### config.mk
export PLATFORM = sky130hd
export DESIGN_NAME = bus_cycle_seq
export DESIGN_NICKNAME = d
export VERILOG_FILES = /design/src/rtl/bcs_pkg.sv /design/src/rtl/bcs_fsm.sv /design/src/rtl/bcs_refresh.sv /design/src/rtl/bcs_strobes.sv /design/src/rtl/bus_cycle_seq.sv
export SDC_FILE = /design/constraint.sdc
export NUM_CORES = 1
export LEC_CHECK = 0
export ABC_AREA = 0
export ABC_CLOCK_PERIOD_IN_PS = 2530
export BUFFER_PORTS_ARGS = -buffer_cell sky130_fd_sc_hd__buf_4
export CAP_MARGIN = 0
export CORE_ASPECT_RATIO = 1.2
export CORE_MARGIN = 5
export CORE_UTILIZATION = 50
export CTS_BUF_LIST = sky130_fd_sc_hd__clkbuf_4
export CTS_CLUSTER_SIZE = 30
export DETAILED_ROUTE_END_ITERATION = 10
export PLACE_DENSITY = 0.82
export SLEW_MARGIN = 20
export SYNTH_ARGS = -nofsm -noshare
export SYNTH_HDL_FRONTEND = slang
export SYNTH_SLANG_ARGS = --single-unit
### constraint.sdc
create_clock -name clk -period 2.53 [get_ports clk]
set_input_delay 0.3795 -clock clk [delete_from_list [all_inputs] [get_ports clk]]
set_output_delay 0.3795 -clock clk [all_outputs]
set_load 0.01 [all_outputs]
### src/rtl/bcs_pkg.sv
package bcs_pkg;
  typedef enum logic [2:0] {
    CT_FETCH = 3'd0,
    CT_MRD   = 3'd1,
    CT_MWR   = 3'd2,
    CT_IORD  = 3'd3,
    CT_IOWR  = 3'd4
  } cyc_t;

  typedef enum logic [2:0] {
    S_IDLE, S_T1, S_T2, S_TA, S_TW, S_T3, S_T4, S_HOLD
  } st_t;
endpackage

### src/rtl/bcs_fsm.sv
module bcs_fsm import bcs_pkg::*; #(
  parameter int AW = 16,
  parameter int DW = 8
) (
  input  logic          clk,
  input  logic          rst_n,
  input  logic          cyc_req,
  input  logic [2:0]    cyc_type,
  input  logic          cyc_last,
  input  logic [AW-1:0] cyc_addr,
  input  logic [DW-1:0] cyc_wdata,
  input  logic [DW-1:0] din,
  input  logic          wait_n,
  input  logic          busreq_n,
  input  logic          int_n,
  output st_t           state,
  output cyc_t          ctype,
  output logic [AW-1:0] addr_q,
  output logic [DW-1:0] wdata_q,
  output logic [DW-1:0] rdata,
  output logic          done,
  output logic          irq_pend,
  output logic          fetch_end
);
  st_t  st_q, st_d;
  cyc_t ctype_q;
  logic last_q;
  logic accept, cyc_end, cap;
  logic is_io, is_fetch, is_read;

  assign is_io    = (ctype_q == CT_IORD) || (ctype_q == CT_IOWR);
  assign is_fetch = (ctype_q == CT_FETCH);
  assign is_read  = (ctype_q == CT_MRD) || (ctype_q == CT_IORD);
  assign accept   = (st_q == S_IDLE) && busreq_n && cyc_req;

  // next-state logic
  always_comb begin
    st_d    = st_q;
    cyc_end = 1'b0;
    case (st_q)
      S_IDLE: begin
        if (!busreq_n)    st_d = S_HOLD;
        else if (cyc_req) st_d = S_T1;
      end
      S_T1: st_d = S_T2;
      S_T2: begin
        if (is_io)        st_d = S_TA;
        else if (!wait_n) st_d = S_TW;
        else              st_d = S_T3;
      end
      S_TA:   st_d = wait_n ? S_T3 : S_TW;
      S_TW:   st_d = wait_n ? S_T3 : S_TW;
      S_T3: begin
        if (is_fetch) st_d = S_T4;
        else          cyc_end = 1'b1;
      end
      S_T4:   cyc_end = 1'b1;
      S_HOLD: if (busreq_n) st_d = S_IDLE;
      default: st_d = S_IDLE;
    endcase
    if (cyc_end) st_d = busreq_n ? S_IDLE : S_HOLD;
  end

  assign cap = is_fetch ? (((st_q == S_T2) || (st_q == S_TW)) && (st_d == S_T3))
                        : (cyc_end && is_read);

  // registers
  always_ff @(posedge clk or negedge rst_n) begin
    if (!rst_n) begin
      st_q     <= S_IDLE;
      ctype_q  <= CT_FETCH;
      addr_q   <= '0;
      wdata_q  <= '0;
      last_q   <= 1'b0;
      rdata    <= '0;
      done     <= 1'b0;
      irq_pend <= 1'b0;
    end else begin
      st_q     <= st_d;
      done     <= cyc_end;
      irq_pend <= cyc_end && last_q && !int_n;
      if (accept) begin
        ctype_q <= cyc_t'(cyc_type);
        addr_q  <= cyc_addr;
        wdata_q <= cyc_wdata;
        last_q  <= cyc_last;
      end
      if (cap) rdata <= din;
    end
  end

  assign state     = st_q;
  assign ctype     = ctype_q;
  assign fetch_end = cyc_end && is_fetch;

  // a fetch always continues from T3 into T4
  p_fetch_t4_r2: assert property (@(posedge clk) disable iff (!rst_n)
    (st_q == S_T3 && is_fetch) |=> (st_q == S_T4));
  // I/O cycles always pass through the automatic wait state
  p_io_auto_r6: assert property (@(posedge clk) disable iff (!rst_n)
    (st_q == S_T2 && is_io) |=> (st_q == S_TA));
  // a low wait sample in a wait state adds another
  p_wait_hold_r7: assert property (@(posedge clk) disable iff (!rst_n)
    (st_q == S_TW && !wait_n) |=> (st_q == S_TW));
  // no grant in the middle of a machine cycle
  p_no_mid_grant_r8: assert property (@(posedge clk) disable iff (!rst_n)
    (st_q == S_T1 || st_q == S_T2 || st_q == S_TA) |=> (st_q != S_HOLD));
  // release of the request returns to idle
  p_hold_exit_r8: assert property (@(posedge clk) disable iff (!rst_n)
    (st_q == S_HOLD && busreq_n) |=> (st_q == S_IDLE));
  // interrupt flag only with done of an instruction's last cycle
  p_irq_last_r9: assert property (@(posedge clk) disable iff (!rst_n)
    irq_pend |-> (done && last_q));
  // done is a single-clock pulse
  p_done_pulse_r10: assert property (@(posedge clk) disable iff (!rst_n)
    done |=> !done);
endmodule

### src/rtl/bcs_refresh.sv
module bcs_refresh #(
  parameter int RFW = 8
) (
  input  logic           clk,
  input  logic           rst_n,
  input  logic           ld,
  input  logic [RFW-1:0] ld_val,
  input  logic           inc,
  output logic [RFW-1:0] rr
);
  localparam int CW = RFW - 1;

  logic [RFW-1:0] rr_q, rr_d;
  logic [CW-1:0]  low_inc;

  assign low_inc = rr_q[CW-1:0] + {{(CW-1){1'b0}}, 1'b1};

  always_comb begin
    rr_d = rr_q;
    if (ld)       rr_d = ld_val;
    else if (inc) rr_d = {rr_q[RFW-1], low_inc};
  end

  always_ff @(posedge clk or negedge rst_n) begin
    if (!rst_n) rr_q <= '0;
    else if (ld || inc) rr_q <= rr_d;
  end

  assign rr = rr_q;

  // the top bit survives counting
  p_msb_kept_r4: assert property (@(posedge clk) disable iff (!rst_n)
    (inc && !ld) |=> (rr_q[RFW-1] == $past(rr_q[RFW-1])));
  // low bits advance by one per fetch
  p_count_r4: assert property (@(posedge clk) disable iff (!rst_n)
    (inc && !ld) |=> (rr_q[CW-1:0] == CW'($past(rr_q[CW-1:0]) + 1'b1)));
  // a load takes the whole byte
  p_load_r4: assert property (@(posedge clk) disable iff (!rst_n)
    ld |=> (rr_q == $past(ld_val)));
endmodule

### src/rtl/bcs_strobes.sv
module bcs_strobes import bcs_pkg::*; #(
  parameter int AW  = 16,
  parameter int DW  = 8,
  parameter int RFW = 8
) (
  input  logic              clk,
  input  logic              rst_n,
  input  st_t               state,
  input  cyc_t              ctype,
  input  logic [AW-1:0]     addr_q,
  input  logic [DW-1:0]     wdata_q,
  input  logic [AW-RFW-1:0] ivec,
  input  logic [RFW-1:0]    rr,
  output logic [AW-1:0]     addr,
  output logic [DW-1:0]     dout,
  output logic              mreq_n,
  output logic              iorq_n,
  output logic              rd_n,
  output logic              wr_n,
  output logic              rfsh_n,
  output logic              m1_n,
  output logic              bus_en_n,
  output logic              busack_n
);
  logic act, early, mid, late, rfp;

  assign act   = (state inside {S_T1, S_T2, S_TA, S_TW, S_T3, S_T4});
  assign early = (state inside {S_T1, S_T2, S_TW});
  assign mid   = (state inside {S_T2, S_TA, S_TW, S_T3});
  assign late  = (state inside {S_T2, S_TW, S_T3});
  assign rfp   = (state inside {S_T3, S_T4});

  always_comb begin
    m1_n   = 1'b1;
    mreq_n = 1'b1;
    iorq_n = 1'b1;
    rd_n   = 1'b1;
    wr_n   = 1'b1;
    rfsh_n = 1'b1;
    addr   = addr_q;
    case (ctype)
      CT_FETCH: begin
        m1_n   = !early;
        mreq_n = !act;
        rd_n   = !early;
        rfsh_n = !rfp;
        if (rfp) addr = {ivec, rr};
      end
      CT_MRD: begin
        mreq_n = !act;
        rd_n   = !act;
      end
      CT_MWR: begin
        mreq_n = !act;
        wr_n   = !late;
      end
      CT_IORD: begin
        iorq_n = !mid;
        rd_n   = !mid;
      end
      CT_IOWR: begin
        iorq_n = !mid;
        wr_n   = !mid;
      end
      default: ;
    endcase
  end

  assign dout     = wdata_q;
  assign bus_en_n = (state == S_HOLD);
  assign busack_n = (state != S_HOLD);

  // memory and I/O space never requested together
  p_one_space_r6: assert property (@(posedge clk) disable iff (!rst_n)
    !(!mreq_n && !iorq_n));
  // read and write strobes exclusive
  p_rd_wr_excl_r5: assert property (@(posedge clk) disable iff (!rst_n)
    !(!rd_n && !wr_n));
  // refresh is a memory access without read or fetch indicator
  p_rfsh_shape_r3: assert property (@(posedge clk) disable iff (!rst_n)
    !rfsh_n |-> (m1_n && rd_n && !mreq_n));
  // a granted bus is fully released
  p_float_r8: assert property (@(posedge clk) disable iff (!rst_n)
    !busack_n |-> (bus_en_n && mreq_n && iorq_n && rd_n && wr_n && rfsh_n && m1_n));
endmodule

### src/rtl/bus_cycle_seq.sv
module bus_cycle_seq import bcs_pkg::*; #(
  parameter int AW  = 16,
  parameter int DW  = 8,
  parameter int RFW = 8
) (
  input  logic              clk,
  input  logic              rst_n,
  input  logic              cyc_req,
  input  logic [2:0]        cyc_type,
  input  logic              cyc_last,
  input  logic [AW-1:0]     cyc_addr,
  input  logic [DW-1:0]     cyc_wdata,
  output logic              cyc_done,
  output logic [DW-1:0]     cyc_rdata,
  output logic              irq_pend,
  input  logic [AW-RFW-1:0] ivec,
  input  logic              rr_load,
  input  logic [RFW-1:0]    rr_din,
  output logic [AW-1:0]     addr,
  output logic [DW-1:0]     dout,
  input  logic [DW-1:0]     din,
  output logic              mreq_n,
  output logic              iorq_n,
  output logic              rd_n,
  output logic              wr_n,
  output logic              rfsh_n,
  output logic              m1_n,
  output logic              bus_en_n,
  input  logic              wait_n,
  input  logic              busreq_n,
  output logic              busack_n,
  input  logic              int_n
);
  logic [1:0]    rst_sync;
  logic          rst_s_n;
  st_t           state;
  cyc_t          ctype;
  logic [AW-1:0] addr_q;
  logic [DW-1:0] wdata_q;
  logic          fetch_end;
  logic [RFW-1:0] rr;

  // asynchronous assertion, synchronous release
  always_ff @(posedge clk or negedge rst_n) begin
    if (!rst_n) rst_sync <= 2'b00;
    else        rst_sync <= {rst_sync[0], 1'b1};
  end
  assign rst_s_n = rst_sync[1];

  bcs_fsm #(.AW(AW), .DW(DW)) u_fsm (
    .clk(clk), .rst_n(rst_s_n), .cyc_req(cyc_req), .cyc_type(cyc_type),
    .cyc_last(cyc_last), .cyc_addr(cyc_addr), .cyc_wdata(cyc_wdata),
    .din(din), .wait_n(wait_n), .busreq_n(busreq_n), .int_n(int_n),
    .state(state), .ctype(ctype), .addr_q(addr_q), .wdata_q(wdata_q),
    .rdata(cyc_rdata), .done(cyc_done), .irq_pend(irq_pend),
    .fetch_end(fetch_end)
  );

  bcs_refresh #(.RFW(RFW)) u_rfsh (
    .clk(clk), .rst_n(rst_s_n), .ld(rr_load), .ld_val(rr_din),
    .inc(fetch_end), .rr(rr)
  );

  bcs_strobes #(.AW(AW), .DW(DW), .RFW(RFW)) u_strb (
    .clk(clk), .rst_n(rst_s_n), .state(state), .ctype(ctype),
    .addr_q(addr_q), .wdata_q(wdata_q), .ivec(ivec), .rr(rr),
    .addr(addr), .dout(dout), .mreq_n(mreq_n), .iorq_n(iorq_n),
    .rd_n(rd_n), .wr_n(wr_n), .rfsh_n(rfsh_n), .m1_n(m1_n),
    .bus_en_n(bus_en_n), .busack_n(busack_n)
  );
endmodule

==> impl_metrics.csv <==
group,metric,value,unit
synthesis,synth_largest_area_cell,"dfrtp_1",
synthesis,synth_top_area_share,49.4,%
clocking,clk_pin_slew,0.15,ns
synthesis,synthAdderAreaFrac,0.484,%
floorplan,fp.dieH,88.8,um
timing,finalHoldViolCount,0,
synthesis,yosys.area_share.xor_xnor,3.39,%
global_route,use_met3,6.36,%
placed_design,dpl_cell_area,3380,sq um
global_route,use_met2,32.2,%
synthesis,postSynthAreaPerCell,12.0,sq um
synthesis,synth_top_family_by_area,"multiplexers",
floorplan,fp.coreArea,4970,sq um
placed_design,gp_congestion,0.848,
timing,setup_violations,0,
timing,period_needed,2.34,ns
worst_setup_path,cp_max_fo,17,
route,drt-pass1-iter-count,4,
final_layout,final_core_util,69.3,%
timing,setup_slack,0.191,ns
clocking,clock_latency,0.36,ns
power,leakagePower,1.64,nW
synthesis,synth_top_flop_cell,"dfrtp_1",
floorplan,top_level_ports,101,
worst_setup_path,crit_family,"flip-flops",
final_layout,stdcell_count,377,
timing,tns,0,ns
status,status,"finished, final reports clean",
power,ir_worst_vdd,640,uV
floorplan,die_w,75.6,um
timing,relSlewSlack,60.0,%
final_layout,stdcell_area,3450,sq um
synthesis,synth_edf_count,0,
timing,drv_slew,0,
route,initialDrtViolationCount,50,
synthesis,netlist_top_cells_area,"dfrtp_1 (49%), mux2_2 (23%), xor2_1 (3.0%)",
synthesis,ys_types,40,
worst_setup_path,slowest_stage,"dfrtp_1",
global_route,grt_pass1_wl,9.61,mm
route,route.detailed.drc,0,
power,p_total,3.91,mW
worst_setup_path,path_common_cell,"buf_4",
global_route,use_met1,22.2,%
synthesis,syn_inst,216,
timing,fin_crit_sh,92.4,%
final_layout,fill_cells,395,
synthesis,ys_ff_latch,51,
floorplan,start_util,52.0,%
route,routed_wl,5.99,mm
clocking,cts_num_sinks,51,
synthesis,ys_warn_count,0,
placed_design,port_buffers,100,
placed_design,post-dp-hpwl,4.69,mm
global_route,antenna_found_initial,0,
clocking,cts_buffers,5,
timing,fmax,428,MHz
floorplan,placementRows,28,
route,vias,1996,
worst_setup_path,crit_arrival,1.96,ns
clocking,clockBufferDepth,2,
final_layout,drive_gt1_share,54.6,%
floorplan,die_area,6710,sq um
timing,worst_slew_pin_slew,0.600,ns
global_route,grt-ovfl-total,0,
timing,grt_setup_unrepaired,"no",
synthesis,synth_area,2580,sq um
placed_design,place_inst,368,
synthesis,synthArstFlopShare,100,%
final_layout,multi_input_comb_area,1210,sq um
worst_setup_path,crit_path_max_incr_delay,0.52,ns
worst_setup_path,crit_buf_inv,2,
job,drv_cap,0,
route,wl_per_cell,15.9,um
route,viasPerCell,5.29,
worst_setup_path,worstSetupEndpointType,"primary output",
global_route,grt_pass1_vias,2070,
final_layout,area_growth_syn_to_layout,33.4,%
timing,holdWs,0.172,ns
clocking,cts_tree,"done",
placed_design,dp_slack,0.456,ns
synthesis,synth_compound_area_share,7.94,%
final_layout,antennaDiodeCount,0,
synthesis,ys_seq_area_share,49.4,%
synthesis,synth_nets,276,
worst_setup_path,crit_chain,"nor3_2 -> nand3_2 -> buf_4 -> mux2_2 -> buf_4",
final_layout,nets,376,
final_layout,final_cell_mix,"buf_4 (106), mux2_2 (53), dfrtp_1 (50)",
worst_hold_path,hold_class,"register to asynchronous set/reset pin",
timing,clock_skew,0.0134,ns
global_route,grtUsageTotal,18.7,%
global_route,busiest_layer,"met2",
worst_setup_path,critical_path_required,2.15,ns
power,powerDensity,1130,nW/um^2
global_route,grt_max_degree,29,
clocking,cts_max_level,2,
clocking,cts_root_buffer,"clkbuf_4",
synthesis,synthSimpleGateAreaFrac,11.1,%
worst_setup_path,cp-start-kind,"register",
final_layout,seqCellArea,1280,sq um
route,ant_nets,0,
worst_setup_path,critPathKind,"register to primary output",
final_layout,final_common_cell,"buf_4",
synthesis,synthMuxAreaShare,23.5,%
[where the power goes]
| part | internal, mW | switching [mW] | leakage, nW | total, mW |
|---|---|---|---|---|
| logic | 1.19 | 0.921 | 0.988 | 2.11 |
| registers | 1.15 | 0.285 | 0.618 | 1.43 |
| clock network | 0.115 | 0.247 | 0.0307 | 0.361 |
[synth_stat cells (2+ instances only)]
cell and count:
mux2_2 53, nand4_1 4, buf_1 2, inv_1 3, nand3_1 3, xor2_1 9
o21ai_0 14, nor3b_1 2, and3b_1 2, o211ai_1 3, buf_2 7, nor2_1 5
buf_6 4, clkbuf_1 2, or3_1 2, nor2b_1 2, a21oi_1 6, nand2b_1 4
and3_1 2, nand2_1 17, dfrtp_1 51
[sequential cells by signal, summed over array words and instances, names as in the netlist]
| register | count |
|---|---|
| u_fsm.done | 1 |
| u_fsm.last_q | 1 |
| u_rfsh.rr | 8 |
| rst_sync | 2 |
| u_fsm.rdata | 8 |
| u_fsm.irq_pend | 1 |
| u_fsm.ctype | 3 |
| u_fsm.state | 3 |
| u_fsm.wdata_q | 8 |
| u_fsm.addr_q | 16 |
[worst paths after layout]
kind                                start          endpoint  slack, ns  depth (start not counted)
setup / recovery           u_fsm.ctype[0]           addr[3]       0.19                          5
hold / removal                rst_sync[1]  u_fsm.wdata_q[0]       0.17                          0
setup reg to reg           u_fsm.state[2]    u_fsm.rdata[2]       0.48                          4
hold reg to reg               rst_sync[1]  u_fsm.wdata_q[0]       0.17                          0
max in group asynchronous     rst_sync[1]      u_rfsh.rr[1]       1.79                          1
min in group clk                rr_din[4]      u_rfsh.rr[4]       0.21                          3
[final cells by class]
| class | count | share of cell area (%) |
|---|---|---|
| Timing Repair Buffer | 108 | 23.9 |
| Clock buffer | 6 | 1.31 |
| Multi-Input combinational cell | 147 | 35.0 |
| Sequential cell | 51 | 37.0 |
| Tap cell | 60 | 2.18 |
| Inverter | 3 | 0.326 |
| Clock inverter | 2 | 0.218 |
[logic make-up after synthesis]
kind of cell	after synthesis
buf+inv	18
flops	51
other cells	1
xor+xnor	10
fa+ha+maj	1
mux	54
compound gates	31
simple gates	50
[timing repair]
action / CTS / global route
buffers inserted: 0 / 0
resized for setup: 0 / 1
hold buffers: 1 / 0
endpoints found under the hold margin: 2 / 0
endpoints found under the setup margin: 0 / 16
[layer usage]
metal  share of wire, %  wire length, um
met1                 39             2310
met3                9.1              547
met4               0.63               38
met2                 52             3090
met5                  0                0
(Power assumes the default switching activity.)
